**src/rtl/ipi_pkg.sv**
```systemverilog
package ipi_pkg;

    typedef enum logic [2:0] {
        REG_TRIG = 3'd0,
        REG_OBS  = 3'd1,
        REG_STAT = 3'd2,
        REG_MASK = 3'd3,
        REG_EN   = 3'd4,
        REG_DIS  = 3'd5
    } reg_code_e;

    typedef enum logic [1:0] {
        ST_IDLE  = 2'd0,
        ST_GRANT = 2'd1,
        ST_DENY  = 2'd2
    } rsp_state_e;

endpackage

```
**src/rtl/ipi_access_ctrl.sv**
```systemverilog
module ipi_access_ctrl
    import ipi_pkg::*;
#(
    parameter int N_AGENTS = 10,
    localparam int ID_W = (N_AGENTS > 1) ? $clog2(N_AGENTS) : 1
) (
    input  logic                clk,
    input  logic                rst_n,
    input  logic                req_valid_i,
    input  logic                req_we_i,
    input  logic [ID_W-1:0]     req_agent_i,
    input  logic [ID_W-1:0]     req_chan_i,
    input  logic [2:0]          req_reg_i,
    input  logic [N_AGENTS-1:0] rd_value_i,
    output logic                trig_stb_o,
    output logic                clr_stb_o,
    output logic                en_stb_o,
    output logic                dis_stb_o,
    output logic                rsp_valid_o,
    output logic                rsp_err_o,
    output logic [N_AGENTS-1:0] rsp_rdata_o
);

    rsp_state_e state_q, state_d;
    logic [N_AGENTS-1:0] rdata_q;
    logic grant, wr_ok;

    always_comb begin
        grant = req_valid_i && (req_agent_i == req_chan_i)
                && (32'(req_chan_i) < N_AGENTS);
        wr_ok = grant && req_we_i;
    end

    // write strobes toward the channel storage
    always_comb begin
        trig_stb_o = wr_ok && (req_reg_i == REG_TRIG);
        clr_stb_o  = wr_ok && (req_reg_i == REG_STAT);
        en_stb_o   = wr_ok && (req_reg_i == REG_EN);
        dis_stb_o  = wr_ok && (req_reg_i == REG_DIS);
    end

    // next-state decision
    always_comb begin
        state_d = ST_IDLE;
        unique case (state_q)
            ST_IDLE, ST_GRANT, ST_DENY: begin
                if (req_valid_i) state_d = grant ? ST_GRANT : ST_DENY;
                else             state_d = ST_IDLE;
            end
            default: state_d = ST_IDLE;
        endcase
    end

    // state register
    always_ff @(posedge clk or negedge rst_n) begin
        if (!rst_n) begin
            state_q <= ST_IDLE;
            rdata_q <= '0;
        end else begin
            state_q <= state_d;
            rdata_q <= (grant && !req_we_i) ? rd_value_i : '0;
        end
    end

    // outputs from state
    always_comb begin
        rsp_valid_o = 1'b0;
        rsp_err_o   = 1'b0;
        rsp_rdata_o = '0;
        unique case (state_q)
            ST_IDLE: ;
            ST_GRANT: begin
                rsp_valid_o = 1'b1;
                rsp_rdata_o = rdata_q;
            end
            ST_DENY: begin
                rsp_valid_o = 1'b1;
                rsp_err_o   = 1'b1;
            end
            default: ;
        endcase
    end

endmodule

```
**src/rtl/ipi_dest_channel.sv**
```systemverilog
module ipi_dest_channel #(
    parameter int N_AGENTS = 10
) (
    input  logic                clk,
    input  logic                rst_n,
    input  logic [N_AGENTS-1:0] set_i,
    input  logic [N_AGENTS-1:0] clr_i,
    input  logic [N_AGENTS-1:0] unmask_i,
    input  logic [N_AGENTS-1:0] mask_set_i,
    output logic [N_AGENTS-1:0] status_o,
    output logic [N_AGENTS-1:0] mask_o,
    output logic                irq_o
);

    logic [N_AGENTS-1:0] status_q, mask_q;

    always_ff @(posedge clk or negedge rst_n) begin
        if (!rst_n) begin
            status_q <= '0;
            mask_q   <= '1;
        end else begin
            // a set arriving with a clear on the same bit takes priority
            status_q <= (status_q & ~clr_i) | set_i;
            mask_q   <= (mask_q & ~unmask_i) | mask_set_i;
        end
    end

    always_comb begin
        status_o = status_q;
        mask_o   = mask_q;
        irq_o    = |(status_q & ~mask_q);
    end

endmodule

```
**src/rtl/ipi_read_mux.sv**
```systemverilog
module ipi_read_mux
    import ipi_pkg::*;
#(
    parameter int N_AGENTS = 10,
    localparam int ID_W = (N_AGENTS > 1) ? $clog2(N_AGENTS) : 1
) (
    input  logic [ID_W-1:0]                   chan_i,
    input  logic [2:0]                        reg_i,
    input  logic [N_AGENTS-1:0][N_AGENTS-1:0] status_i,
    input  logic [N_AGENTS-1:0][N_AGENTS-1:0] mask_i,
    output logic [N_AGENTS-1:0]               value_o
);

    logic in_range;
    logic [N_AGENTS-1:0] obs_col;

    always_comb begin
        in_range = 32'(chan_i) < N_AGENTS;
        for (int d = 0; d < N_AGENTS; d++) begin
            obs_col[d] = in_range ? status_i[d][chan_i] : 1'b0;
        end
    end

    always_comb begin
        value_o = '0;
        if (in_range) begin
            case (reg_i)
                REG_OBS:  value_o = obs_col;
                REG_STAT: value_o = status_i[chan_i];
                REG_MASK: value_o = mask_i[chan_i];
                default:  value_o = '0;
            endcase
        end
    end

endmodule

```
**src/rtl/ipi_matrix.sv**
```systemverilog
module ipi_matrix
    import ipi_pkg::*;
#(
    parameter int N_AGENTS = 10,
    localparam int ID_W = (N_AGENTS > 1) ? $clog2(N_AGENTS) : 1
) (
    input  logic                clk,
    input  logic                rst_n,
    input  logic                req_valid_i,
    input  logic                req_we_i,
    input  logic [ID_W-1:0]     req_agent_i,
    input  logic [ID_W-1:0]     req_chan_i,
    input  logic [2:0]          req_reg_i,
    input  logic [N_AGENTS-1:0] req_wdata_i,
    output logic                rsp_valid_o,
    output logic                rsp_err_o,
    output logic [N_AGENTS-1:0] rsp_rdata_o,
    output logic [N_AGENTS-1:0] irq_o
);

    logic trig_stb, clr_stb, en_stb, dis_stb;
    logic [N_AGENTS-1:0] rd_value;
    logic [N_AGENTS-1:0][N_AGENTS-1:0] status_mat, mask_mat;

    ipi_access_ctrl #(.N_AGENTS(N_AGENTS)) ctrl_i (
        .clk         (clk),
        .rst_n       (rst_n),
        .req_valid_i (req_valid_i),
        .req_we_i    (req_we_i),
        .req_agent_i (req_agent_i),
        .req_chan_i  (req_chan_i),
        .req_reg_i   (req_reg_i),
        .rd_value_i  (rd_value),
        .trig_stb_o  (trig_stb),
        .clr_stb_o   (clr_stb),
        .en_stb_o    (en_stb),
        .dis_stb_o   (dis_stb),
        .rsp_valid_o (rsp_valid_o),
        .rsp_err_o   (rsp_err_o),
        .rsp_rdata_o (rsp_rdata_o)
    );

    ipi_read_mux #(.N_AGENTS(N_AGENTS)) rmux_i (
        .chan_i   (req_chan_i),
        .reg_i    (req_reg_i),
        .status_i (status_mat),
        .mask_i   (mask_mat),
        .value_o  (rd_value)
    );

    for (genvar d = 0; d < N_AGENTS; d++) begin : g_dest
        logic [N_AGENTS-1:0] set_v, clr_v, unmask_v, mset_v;
        logic own;

        always_comb begin
            own      = (32'(req_chan_i) == d);
            set_v    = '0;
            if (trig_stb) set_v[req_chan_i] = req_wdata_i[d];
            clr_v    = (clr_stb && own) ? req_wdata_i : '0;
            unmask_v = (en_stb  && own) ? req_wdata_i : '0;
            mset_v   = (dis_stb && own) ? req_wdata_i : '0;
        end

        ipi_dest_channel #(.N_AGENTS(N_AGENTS)) chan_i (
            .clk        (clk),
            .rst_n      (rst_n),
            .set_i      (set_v),
            .clr_i      (clr_v),
            .unmask_i   (unmask_v),
            .mask_set_i (mset_v),
            .status_o   (status_mat[d]),
            .mask_o     (mask_mat[d]),
            .irq_o      (irq_o[d])
        );
    end

endmodule

```
**config.mk**
```make
export PLATFORM = sky130hd
export DESIGN_NAME = ipi_matrix
export DESIGN_NICKNAME = d
export VERILOG_FILES = /design/src/rtl/ipi_pkg.sv /design/src/rtl/ipi_access_ctrl.sv /design/src/rtl/ipi_dest_channel.sv /design/src/rtl/ipi_read_mux.sv /design/src/rtl/ipi_matrix.sv
export SDC_FILE = /design/constraint.sdc
export NUM_CORES = 1
export LEC_CHECK = 0
export BUFFER_PORTS_ARGS = -buffer_cell sky130_fd_sc_hd__clkbuf_2
export CAP_MARGIN = 20
export CELL_PAD_IN_SITES_DETAIL_PLACEMENT = 1
export CELL_PAD_IN_SITES_GLOBAL_PLACEMENT = 1
export CORE_MARGIN = 2
export CORE_UTILIZATION = 45
export DETAILED_ROUTE_END_ITERATION = 8
export MAX_ROUTING_LAYER = met4
export PLACE_DENSITY_LB_ADDON = 0.2
export SYNTH_ARGS = -nofsm -noshare
export SYNTH_HDL_FRONTEND = slang
export SYNTH_SLANG_ARGS = --single-unit
```
**constraint.sdc**
```tcl
create_clock -name clk -period 1.5 [get_ports clk]
set_input_delay 0.3 -clock clk [delete_from_list [all_inputs] [get_ports clk]]
set_output_delay 0.3 -clock clk [all_outputs]
set_load 0.005 [all_outputs]
```
==> impl_metrics.py, run 1 <==
metrics = {
    "outcome": {
        "run_status": "aborted with a tool error",
        "haltStage": "5_1_grt",
        "error": "[ERROR GRT-0232] Routing congestion too high. Check the congestion heatmap in the GUI.",
    },
    "clock_tree": {
        "cts_buffer_depth": 3,
        "cts_buffers": 25,
        "numClockSinks": 212,
        "cts_root_buf": "clkbuf_16",
        "htreeDepth": 1,
    },
    "global_routing": {
        "grt_max_degree": 70,
        "track_usage_pct": 88.65,
        "grt-ovfl-total": 456,
    },
    "floorplan": {
        "rows": 60,
        "start_util_pct": 45.80,
        "die_width_um": 169.6,
        "ioPinCount": 47,
        "die_h_um": 169.6,
    },
    "synth": {
        "syn_nets": 1294,
        "synth.cell_area_mm2": 0.01234,
        "synth_ff_type": "dfrtp_1",
        "ys_seq_area_share_pct": 43.99,
        "synth_top_area_share_pct": 22.71,
        "synthCells": 1266,
        "yosysWarnings": 0,
        "synth_edf_count": 0,
        "yosysTopAreaCell": "dfrtp_1",
        "synth.distinct_cells": 56,
        "post_synth.cell_area_avg_um2": 9.750,
        "synthArstFlopShare_pct": 100.0,
        "ys_ff_latch": 212,
        "synth.area.top_cells": "dfrtp_1 23%, dfstp_2 21%, mux2_2 10%",
    },
    "timing": {
        "postGrtWorstEndpoint": "irq_o[0]",
        "worstEpCategory": "top-level output",
    },
    "placement": {
        "globalplace.congestion": 0.9957,
        "portBuffers": 46,
        "post-dp-hpwl_um": 39930,
        "place_area_mm2": 0.01580,
    },
}
## cell usage after synthesis, types with 11 or more instances
cell / count
inv_1: 108
buf_1: 16
o22ai_1: 50
nor2b_1: 13
a221oi_1: 13
dfrtp_1: 112
a22oi_1: 12
dfstp_2: 100
and2_1: 13
buf_2: 17
clkbuf_1: 51
nand2_1: 125
nor3_1: 15
nor2_1: 123
o21ai_0: 205
mux2i_1: 32
mux4_2: 49
mux2_2: 111
buf_4: 11
## per-layer routing
| metal | overflow | track usage, % |
|---|---|---|
| met5 | - | - |
| met2 | 258 | 99.95 |
| met4 | 161 | 90.60 |
| met1 | 13 | 86.70 |
| met3 | 24 | 75.56 |
## kinds of logic after synthesis
kind of cell	after synthesis	share of synthesized area [%]
AOI/OAI and AO/OA	328	15.20
and+or+nand+nor	320	11.40
DFF	212	43.99
buffers and inverters	207	7.045
muxes	193	21.84
xor gates and xnor gates	3	0.2129
adders and majority gates	3	0.3041
## per-stage QoR
stage	setup WS (ns)	hold slack, ns	cells
after detailed placement	-0.7423	0.2164	1899
after floorplan	-0.4883	0.004409	1266
after global placement	-0.7709	0.2127	1899
after CTS	-0.5572	0.02285	2022
## repair_timing
action	in CTS
setup buffers	67
hold buffers	1
gates cloned	10
endpoints found under the setup margin	218
resized for setup	475
endpoints found under the hold margin	65
pin swaps	113
==> run 2: changes to the inputs <==
Settings changed: CELL_PAD_IN_SITES_DETAIL_PLACEMENT 1 to not set, CELL_PAD_IN_SITES_GLOBAL_PLACEMENT 1 to not set, CORE_UTILIZATION 45 to 30, MAX_ROUTING_LAYER met4 to not set, PLACE_DENSITY_LB_ADDON 0.2 to 0.15.
Clock period 1.5 ns to 1.95 ns, I/O delays scaled along.
==> run 2 against run 1 <==
  * The flow now finishes, with violations (negative setup slack)
  * Synthesized area did not move
  * Synthesized cell count stayed put
==> impl_metrics.py, run 2 <==
metrics = {
    "clock_tree": {
        "clk_pin_slew_worst_paths_ns": 0.06,
        "numClockSinks": 212,
        "cts_buffer_depth": 3,
        "insertion_delay_ns": 0.57,
        "cts_tree": "built",
        "htreeDepth": 1,
        "cts_root_buf": "clkbuf_16",
        "cts_buffers": 27,
    },
    "critical_path": {
        "path_class": "flip-flop to output pin",
        "crit_arrival_ns": 1.75,
        "cp_max_fo": 2,
        "worstSetupEndpointType": "output pin",
        "r2r-start": "g_dest[1].chan_i.status_o[7]$_DFF_PN0_",
        "critPathSlowestCell": "dfstp_2",
        "crit_end": "irq_o[0]",
        "worstRegToRegCells": 7,
        "reg2reg_to": "ctrl_i.rdata_q[7]$_DFF_PN0_",
        "cp_cell_sequence": "inv_2 > a221oi_4 > nand2_1 > clkbuf_2",
        "start_kind": "flip-flop",
        "crit_required_ns": 1.56,
        "critical_path.max_stage_delay_ns": 0.55,
        "crit_start": "g_dest[0].chan_i.mask_o[5]$_DFF_PN1_",
        "reg2reg_setup_slack_ns": 0.03,
    },
    "final_layout": {
        "multiInputGateArea_mm2": 0.006708,
        "syn_to_final_growth_pct": 40.60,
        "stdcell_count": 2137,
        "final_nets": 1613,
        "seq_area_mm2": 0.005441,
        "finish.utilization_pct": 42.60,
        "nFillCells": 4036,
        "mostFrequentLayoutCells": "310 x buf_4, 125 x o21ai_0, 124 x nand2_1",
        "drive_gt1_share_pct": 50.78,
        "layout_commonest_cell": "buf_4",
        "antennaDiodeCount": 0,
    },
    "synth": {
        "synth_mux_area_share_pct": 21.84,
        "synth_top_area_share_pct": 22.71,
        "yosysWarnings": 0,
        "syn_nets": 1294,
        "synth.area.top_cells": "dfrtp_1 23%, dfstp_2 21%, mux2_2 10%",
        "yosysTopAreaCell": "dfrtp_1",
        "synth_edf_count": 0,
        "yosysMostFrequentCell": "o21ai_0",
        "synth_ff_type": "dfrtp_1",
        "ys_ff_latch": 212,
        "yosys.area_share.simple_pct": 11.40,
        "synth_top_family_by_area": "multiplexers",
        "synth_xor_area_share_pct": 0.2129,
        "post_synth.cell_area_avg_um2": 9.750,
        "synthArstFlopShare_pct": 100.0,
        "synth.distinct_cells": 56,
        "synth.cell_area_mm2": 0.01234,
        "synthCells": 1266,
        "synthTopCellsByCount": "205 x o21ai_0, 125 x nand2_1, 123 x nor2_1",
        "synth_compound_area_share_pct": 15.20,
        "ys_seq_area_share_pct": 43.99,
        "synth_fa_ha_area_share_pct": 0.3041,
    },
    "power": {
        "power_density_mw_per_mm2": 626.3,
        "power_mw": 10.87,
        "vdd_ir_drop_max_v": 0.0004905,
        "p_leak_nw": 7.048,
    },
    "floorplan": {
        "ioPinCount": 47,
        "core_mm2": 0.04074,
        "rows": 74,
        "dieArea_mm2": 0.04278,
        "start_util_pct": 30.30,
        "die_width_um": 206.8,
        "die_h_um": 206.8,
    },
    "drt": {
        "drt_iter0_drc": 931,
        "drtAntennaViolNets": 0,
        "wl_um": 52680,
        "drt-pass1-iter-count": 5,
        "remaining_drc_errors": 0,
        "drt-wirelength-per-cell_um": 24.65,
        "vias": 11460,
        "vias_per_cell": 5.360,
    },
    "placement": {
        "post-dp-hpwl_um": 38490,
        "globalplace.congestion": 0.9386,
        "pre_cts_slack_ns": -0.5307,
        "portBuffers": 46,
        "dp.cells": 2011,
    },
    "timing": {
        "finalMaxSlewViolations": 0,
        "setup_viol": 10,
        "slew-limit-headroom_pct": 63.28,
        "worstMarginPinSlew_ns": 0.5508,
        "rsz0062_at_grt": "yes",
        "setup_ws_ns": -0.1855,
        "fmax_mhz": 468.3,
        "skew_ns": 0.03214,
        "fin_tns_setup_ns": -1.209,
        "hold_viol_final": 0,
        "min_period_ns": 2.135,
        "post-route-period-util_pct": 109.5,
    },
    "global_routing": {
        "grt-ovfl-total": 0,
        "track_usage_pct": 24.96,
        "grt_max_degree": 65,
        "grt_pass1_wl_um": 77580,
        "antenna_found_initial": 1,
        "grt_pass1_vias": 11300,
    },
    "hold_path": {
        "min-delay-path-class": "input port to flip-flop",
    },
    "outcome": {
        "run_status": "finished, violations left",
        "violations": "negative setup slack",
    },
    "job": {
        "drv_cap": 0,
    },
}
## run 2: cell counts after synthesis
No cell type changed its count.
## run 2: worst min path at each step
stage                     start                                endpoint  slack [ns]  cells past startpoint
finish              req_valid_i             ctrl_i.state_q[1]$_DFF_PN0_        0.11                      2
global route        req_valid_i             ctrl_i.state_q[1]$_DFF_PN0_        0.12                      2
CTS                 req_valid_i             ctrl_i.state_q[1]$_DFF_PN0_        0.09                      2
detailed placement        rst_n  g_dest[3].chan_i.status_o[7]$_DFF_PN0_        0.35                      1
global placement          rst_n  g_dest[6].chan_i.status_o[3]$_DFF_PN0_        0.35                      1
floorplan                 rst_n             ctrl_i.rdata_q[0]$_DFF_PN0_        0.09                      0
## run 2: cell type report
cell class | instances | share of cell area [%]
inverter | 108 | 2.350
tap | 532 | 3.836
timing repair buffer | 389 | 18.20
clock buffer | 39 | 4.499
sequential | 212 | 31.36
multi-input combinational | 847 | 38.65
clock inverter | 10 | 1.110
## run 2: per-stage QoR
stage,instance area [um^2],hold slack [ns]
6_report,17350,0.1059
3_3_place_gp,15310,0.3507
3_5_place_dp,15310,0.3504
2_1_floorplan,12730,0.09441
4_1_cts,17140,0.09228
5_1_grt,17350,0.1155
## run 2: logic make-up (layout without fill, tap and decap cells)
group / count (synthesis) / after routing
compound gates: 328 / 328
xor+xnor: 3 / 3
fa+ha+maj: 3 / 3
buf+inv: 207 / 546
flops: 212 / 212
mux: 193 / 193
simple gates: 320 / 320
## run 2: power breakdown
part	switching [mW]	leakage [nW]	total, mW	internal [mW]
registers	0.0197	2.58	4.45	4.43
logic	0.551	3.99	0.900	0.349
clock network	2.08	0.475	5.52	3.44
## run 2: what timing repair did
item / CTS / global route
pin swaps: 30 / 16
setup buffers: 66 / 11
endpoints found under the hold margin: 17 / 0
gates resized for setup: 83 / 41
setup endpoints to repair: 23 / 33
hold buffers: 1 / 0
## run 2: worst max-delay path, delay by kind of cell (launching register included)
| kind | cells | cell delay [ns] |
|---|---|---|
| AND/OR/NAND/NOR | 1 | 0.13 |
| AO/OA/AOI/OAI | 1 | 0.32 |
| buffers and inverters | 2 | 0.18 |
| flip-flops | 1 | 0.55 |
## run 2: routing by layer
layer	GRT usage [%]	share of wire, %
met1	34.53	44
met2	39.99	46
met3	3.721	6.4
met4	8.460	3.5
met5	0	0.019
(Power assumes the default switching activity.)
